==> src/rtl/pgc_pkg.sv <==
// Package: shared offsets and types for the clock gating power manager.
// Assumes: register offsets fit in 8 bits and the bus word is 32 bits wide.
package pgc_pkg;

    localparam int unsigned BUS_W = 32;

    // Byte offsets of the registers. Each enable, disable and status group
    // is decoded as a unit.
    localparam logic [7:0] OFF_CORE_SET  = 8'h00;
    localparam logic [7:0] OFF_CORE_CLR  = 8'h04;
    localparam logic [7:0] OFF_CORE_STAT = 8'h08;
    localparam logic [7:0] OFF_PER_SET   = 8'h10;
    localparam logic [7:0] OFF_PER_CLR   = 8'h14;
    localparam logic [7:0] OFF_PER_STAT  = 8'h18;

    // Write strobes decoded from one bus cycle.
    typedef struct packed {
        logic core_set;
        logic core_clr;
        logic per_set;
        logic per_clr;
    } pgc_wr_t;

    // States of the core clock gate.
    typedef enum logic [1:0] {
        CG_RUN   = 2'd0,
        CG_DRAIN = 2'd1,
        CG_OFF   = 2'd2
    } cg_state_t;

endpackage

==> src/rtl/pgc_regif.sv <==
// Module: pgc_regif
// Decodes register bus accesses into write strobes and builds the read data.
// Assumes: at most one access per cycle, and ADDR_W of at least 8 bits.
// Write-only and reserved offsets read as zero.
module pgc_regif
    import pgc_pkg::*;
#(
    parameter int unsigned ADDR_W     = 8,
    parameter int unsigned NUM_PERIPH = 32
) (
    input  logic                  bus_sel,
    input  logic                  bus_wr,
    input  logic [ADDR_W-1:0]     bus_addr,
    input  logic [BUS_W-1:0]      bus_wdata,
    input  logic                  core_on,
    input  logic [NUM_PERIPH-1:0] per_state,
    output pgc_wr_t               wr,
    output logic [BUS_W-1:0]      bus_rdata
);

    localparam int unsigned PAD_W = BUS_W - NUM_PERIPH;

    logic wr_cyc;
    logic rd_cyc;

    assign wr_cyc = bus_sel && bus_wr;
    assign rd_cyc = bus_sel && !bus_wr;

    // Write strobe decode. The core strobes carry only data bit 0.
    always_comb begin
        wr.core_set = wr_cyc && (bus_addr == ADDR_W'(OFF_CORE_SET)) && bus_wdata[0];
        wr.core_clr = wr_cyc && (bus_addr == ADDR_W'(OFF_CORE_CLR)) && bus_wdata[0];
        wr.per_set  = wr_cyc && (bus_addr == ADDR_W'(OFF_PER_SET));
        wr.per_clr  = wr_cyc && (bus_addr == ADDR_W'(OFF_PER_CLR));
    end

    // Read data multiplexer for the two status registers. Every other offset reads 0.
    generate
        if (PAD_W == 0) begin : g_full
            always_comb begin
                bus_rdata = '0;
                if (rd_cyc && bus_addr == ADDR_W'(OFF_CORE_STAT))
                    bus_rdata = {{(BUS_W-1){1'b0}}, core_on};
                else if (rd_cyc && bus_addr == ADDR_W'(OFF_PER_STAT))
                    bus_rdata = per_state;
            end
        end else begin : g_pad
            always_comb begin
                bus_rdata = '0;
                if (rd_cyc && bus_addr == ADDR_W'(OFF_CORE_STAT))
                    bus_rdata = {{(BUS_W-1){1'b0}}, core_on};
                else if (rd_cyc && bus_addr == ADDR_W'(OFF_PER_STAT))
                    bus_rdata = {{PAD_W{1'b0}}, per_state};
            end
        end
    endgenerate

endmodule

==> src/rtl/pgc_core_gate.sv <==
// Module: pgc_core_gate
// Controls the core clock gate with a three-state machine.
// Assumes: cpu_done is synchronous to clk, and the interrupt inputs are
// synchronous levels. A disable request moves to DRAIN and waits there for
// cpu_done. A set write or a pending enabled interrupt goes back to RUN.
module pgc_core_gate
    import pgc_pkg::*;
#(
    parameter int unsigned NUM_IRQ = 32
) (
    input  logic               clk,
    input  logic               rst_n,
    input  logic               set_req,
    input  logic               clr_req,
    input  logic               cpu_done,
    input  logic [NUM_IRQ-1:0] irq_pending,
    input  logic [NUM_IRQ-1:0] irq_enable,
    output logic               core_on
);

    cg_state_t state_q;
    cg_state_t state_d;
    logic      wake;

    // Wake condition: at least one interrupt that is both pending and unmasked.
    assign wake = |(irq_pending & irq_enable);

    // Next-state logic. A wake or a set request always wins over shutdown.
    always_comb begin
        state_d = state_q;
        unique case (state_q)
            CG_RUN:   if (clr_req && !wake)   state_d = CG_DRAIN;
            CG_DRAIN: if (set_req || wake)    state_d = CG_RUN;
                      else if (cpu_done)      state_d = CG_OFF;
            CG_OFF:   if (set_req || wake)    state_d = CG_RUN;
            default:                          state_d = CG_RUN;
        endcase
    end

    // State register. Reset leaves the core clock running.
    always_ff @(posedge clk) begin
        if (!rst_n) state_q <= CG_RUN;
        else        state_q <= state_d;
    end

    // The gate stays open in every state except OFF.
    assign core_on = (state_q != CG_OFF);

endmodule

==> src/rtl/pgc_periph_bank.sv <==
// Module: pgc_periph_bank
// Holds one set/clear gate flop per peripheral.
// Assumes: set and clear come from different offsets, so they are never both
// active in one cycle. If they were, clear would win. Bit n stands for
// interrupt source n. Gating never resets peripheral state.
module pgc_periph_bank #(
    parameter int unsigned NUM_PERIPH = 32
) (
    input  logic                  clk,
    input  logic                  rst_n,
    input  logic                  set_stb,
    input  logic                  clr_stb,
    input  logic [NUM_PERIPH-1:0] wmask,
    output logic [NUM_PERIPH-1:0] gate_en
);

    generate
        for (genvar n = 0; n < NUM_PERIPH; n++) begin : g_bit
            logic en_q;

            // Per-bit gate flop: clear beats set, and reset closes the gate.
            always_ff @(posedge clk) begin
                if (!rst_n)                   en_q <= 1'b0;
                else if (clr_stb && wmask[n]) en_q <= 1'b0;
                else if (set_stb && wmask[n]) en_q <= 1'b1;
            end

            assign gate_en[n] = en_q;
        end
    endgenerate

endmodule

==> src/rtl/pwr_gate_ctrl.sv <==
// Module: pwr_gate_ctrl (top)
// Clock gating power manager: one core clock gate with a completion handshake
// and interrupt wake, plus NUM_PERIPH peripheral gates that act at once.
// Assumes: NUM_PERIPH is between 1 and 32, ADDR_W is at least 8, and the
// enable outputs feed glitch-free gating cells outside this block.
module pwr_gate_ctrl
    import pgc_pkg::*;
#(
    parameter int unsigned ADDR_W     = 8,
    parameter int unsigned NUM_PERIPH = 32
) (
    input  logic                  clk,
    input  logic                  rst_n,
    input  logic                  bus_sel,
    input  logic                  bus_wr,
    input  logic [ADDR_W-1:0]     bus_addr,
    input  logic [31:0]           bus_wdata,
    output logic [31:0]           bus_rdata,
    input  logic                  cpu_done,
    input  logic [NUM_PERIPH-1:0] irq_pending,
    input  logic [NUM_PERIPH-1:0] irq_enable,
    output logic                  core_clk_en,
    output logic [NUM_PERIPH-1:0] periph_clk_en
);

    pgc_wr_t wr;

    pgc_regif #(.ADDR_W(ADDR_W), .NUM_PERIPH(NUM_PERIPH)) u_regif (
        .bus_sel   (bus_sel),
        .bus_wr    (bus_wr),
        .bus_addr  (bus_addr),
        .bus_wdata (bus_wdata),
        .core_on   (core_clk_en),
        .per_state (periph_clk_en),
        .wr        (wr),
        .bus_rdata (bus_rdata)
    );

    pgc_core_gate #(.NUM_IRQ(NUM_PERIPH)) u_core (
        .clk         (clk),
        .rst_n       (rst_n),
        .set_req     (wr.core_set),
        .clr_req     (wr.core_clr),
        .cpu_done    (cpu_done),
        .irq_pending (irq_pending),
        .irq_enable  (irq_enable),
        .core_on     (core_clk_en)
    );

    pgc_periph_bank #(.NUM_PERIPH(NUM_PERIPH)) u_bank (
        .clk     (clk),
        .rst_n   (rst_n),
        .set_stb (wr.per_set),
        .clr_stb (wr.per_clr),
        .wmask   (bus_wdata[NUM_PERIPH-1:0]),
        .gate_en (periph_clk_en)
    );

endmodule

==> config.mk <==
export PLATFORM = sky130hd
export DESIGN_NAME = pwr_gate_ctrl
export DESIGN_NICKNAME = d
export VERILOG_FILES = /design/src/rtl/pgc_pkg.sv /design/src/rtl/pgc_regif.sv /design/src/rtl/pgc_core_gate.sv /design/src/rtl/pgc_periph_bank.sv /design/src/rtl/pwr_gate_ctrl.sv
export SDC_FILE = /design/constraint.sdc
export NUM_CORES = 1
export LEC_CHECK = 0
export ABC_CLOCK_PERIOD_IN_PS = 2860
export BUFFER_PORTS_ARGS = -buffer_cell sky130_fd_sc_hd__buf_4
export CELL_PAD_IN_SITES_DETAIL_PLACEMENT = 1
export CELL_PAD_IN_SITES_GLOBAL_PLACEMENT = 1
export CORE_MARGIN = 2
export CORE_UTILIZATION = 29
export CTS_CLUSTER_SIZE = 25
export DETAILED_ROUTE_END_ITERATION = 16
export GPL_TIMING_DRIVEN = 0
export PLACE_DENSITY = 0.89
export SYNTH_ARGS = -nofsm -noshare
export SYNTH_HDL_FRONTEND = slang
export SYNTH_HIERARCHICAL = 1
export SYNTH_SLANG_ARGS = --single-unit
==> constraint.sdc <==
create_clock -name clk -period 2.86 [get_ports clk]
set_input_delay 0.715 -clock clk [delete_from_list [all_inputs] [get_ports clk]]
set_output_delay 0.715 -clock clk [all_outputs]
set_load 0.01 [all_outputs]
==> results.json <==
{
  "outcome": "completed",
  "required_ps": 2140,
  "yosys_warnings": 6,
  "drt_iter0_markers": 34,
  "holdBufCountCts": 0,
  "initial_core_util_pct": 30.0,
  "synth_cells": 256,
  "crit_arrival_ps": 2070,
  "insertion_delay_ps": 270,
  "ys_ff_latch": 34,
  "timing.final.crit_share_pct": 97.4,
  "setup_viol": 0,
  "holdCritPathClass": "reg -> reg",
  "overflow": 0,
  "final_cells": 542,
  "first_pass_iters": 4,
  "antenna_cells": 0,
  "tightest_slew_ps": 733,
  "yosysMostFrequentCell": "buf_4",
  "crit_type": "in -> out",
  "grt_pass1_vias": 2853,
  "antenna_found_initial": 0,
  "post_synth_num_cell_types": 29,
  "critPathSlowestCell": "or4b_1",
  "end_kind": "output port",
  "synth_area_um2": 2460,
  "htree_num_levels": 2,
  "syn_nets": 365,
  "grt_pass1_wl_mm": 13.8,
  "dr_total_vias": 2615,
  "ys.flop_type": "dfxtp_1",
  "cts_root_buf": "clkbuf_8",
  "crit_family": "simple AND/OR/NAND/NOR gates",
  "maxSlewHeadroom_pct": 50.7,
  "layout_setup_ws_ps": 74.8,
  "power.total_mw": 1.12,
  "gp_congestion": 0.799,
  "drt-total-wl_mm": 8.75,
  "synth.top_cell.area_share_pct": 27.6,
  "layout.nets": 545,
  "cp_max_fo": 10,
  "dieHeight_um": 96.2,
  "grtUsageTotal_pct": 19.2,
  "cp_num_buf_inv": 4,
  "synthTopCellsByArea": "dfxtp_1, a211oi_2, nor4_2",
  "crit_chain": "buf_4 -> or4b_1 -> buf_2 -> buf_6 -> nor4_2 -> buf_4",
  "viasPerCell": 4.82,
  "grt_setup_unrepaired": "no",
  "cts_sinks": 34,
  "layout-drive-gt1-share_pct": 68.2,
  "hold_viol": 0,
  "skew_ps": 0.0439,
  "period_minus_slack_ps": 2790,
  "synth_common_cells": "buf_4, dfxtp_1, inv_1",
  "hold_ws_ps": 531,
  "post-route-util_pct": 48.8,
  "yosysTopAreaCell": "dfxtp_1",
  "drv_slew": 0,
  "rows": 33,
  "synthToLayoutAreaGrowth_pct": 62.6,
  "max_stage_delay_ps": 510,
  "dieArea_um2": 9250,
  "wl_per_cell_um": 16.1,
  "start_kind": "input pin",
  "drc": 0,
  "cts_tree": "built",
  "power_density_nw_per_um2": 280,
  "p_leak_nw": 1.66,
  "placed_cell_area_um2": 3890,
  "synth_edf_count": 0,
  "maxCapViolCount": 0,
  "ant_nets": 0,
  "clkTransAtPathRegs_ps": 70,
  "port_buffers": 173,
  "syn_avg_cell_area_um2": 9.63,
  "cts_buffers": 5,
  "place_ws_ps": -329,
  "critPathMostFrequentCell": "buf_4",
  "fp.dieW_um": 96.2,
  "fin_area_um2": 4010,
  "dp.cells": 534,
  "fin_setup_tns_ps": 0,
  "ios": 174,
  "clock.fmax_ghz": 0.359,
  "dp_hpwl_mm": 7.27,
  "irDropWorstVdd_mv": 0.187,
  "synth.yosys.seq_area_share_pct": 27.6,
  "grt_max_degree": 11,
  "max-clock-path-buffers": 2,
  "core_um2": 8220,
  "async_flop_share_pct": 0
}
-- worst reg2reg max path, stage by stage, from the launching register on --
cell and delay [ps]:
dfxtp_1 360, mux2i_1 220, nor2_1 60, and4_1 180
-- routing by layer --
layer	track usage [%]	vias to the layer above	part of all wire [%]	routed length, um
met5	0	-	0	0
met4	3.81	0	0.48	42
met3	5.32	4	8.2	715
met2	38.0	111	56	4940
met1	19.9	1230	35	3050
li1	-	1270	-	-
-- sequential cells by signal, summed over array words and instances (netlist names) --
name	flops
u_bank/g_bit.en_q	32
u_core/state_q	2
-- kinds of logic (layout without fill, tap and decap cells) --
group | count (synthesis) | count (layout) | share of synthesized area [%]
buffers and inverters | 84 | 265 | 20.5
AO/OA/AOI/OAI | 80 | 80 | 28.6
AND/OR/NAND/NOR | 56 | 56 | 22.5
flip-flops | 34 | 34 | 27.6
multiplexers | 2 | 2 | 0.812
-- final cells by class --
class | instances | area, um2
plain buffers | 52 | 385
clock buffers | 7 | 76.3
clock inverters | 1 | 30.0
fillers | 992 | 4210
inverters | 32 | 120
multi-input cells | 138 | 1280
flip-flops and latches | 34 | 681
well taps | 105 | 131
repair buffers | 173 | 1300
-- cell usage in the layout, fill, tap and decap left out, drive strengths merged --
cell / instances
and4: 2
bufinv: 1
clkbuf: 7
a211oi: 32
a22o: 3
nor2: 2
and3: 2
dfxtp: 34
nand4: 1
or4b: 2
buf: 225
a221oi: 3
nand2b: 1
a222oi: 1
a21oi: 33
nand4b: 1
nand3b: 2
nand2: 4
nor4: 34
inv: 32
or3: 2
nor3: 3
a22oi: 8
mux2i: 2
-- power breakdown --
group / switching, mW / internal [mW] / total, mW / leakage (nW)
registers: 0.000162 / 0.473 / 0.473 / 0.274
logic: 0.0855 / 0.120 / 0.205 / 1.34
clock network: 0.181 / 0.261 / 0.442 / 0.0524
-- worst paths after layout --
check	startpoint	to	slack (ps)	depth (start not counted)
worst min-delay path	u_bank/g_bit[21].en_q	u_bank/g_bit[21].en_q	530	2
worst max register to register	u_core/state_q[0]	u_core/state_q[0]	1940	3
worst min register to register	u_bank/g_bit[21].en_q	u_bank/g_bit[21].en_q	530	2
worst max-delay path	bus_addr[5]	bus_rdata[5]	70	6
-- timing repair --
| action | CTS | global route |
|---|---|---|
| gates resized for setup | 1 | 0 |
| setup endpoints to repair | 28 | 0 |
| setup buffers | 0 | 0 |
No activity file was read; power rests on OpenSTA's default activity.
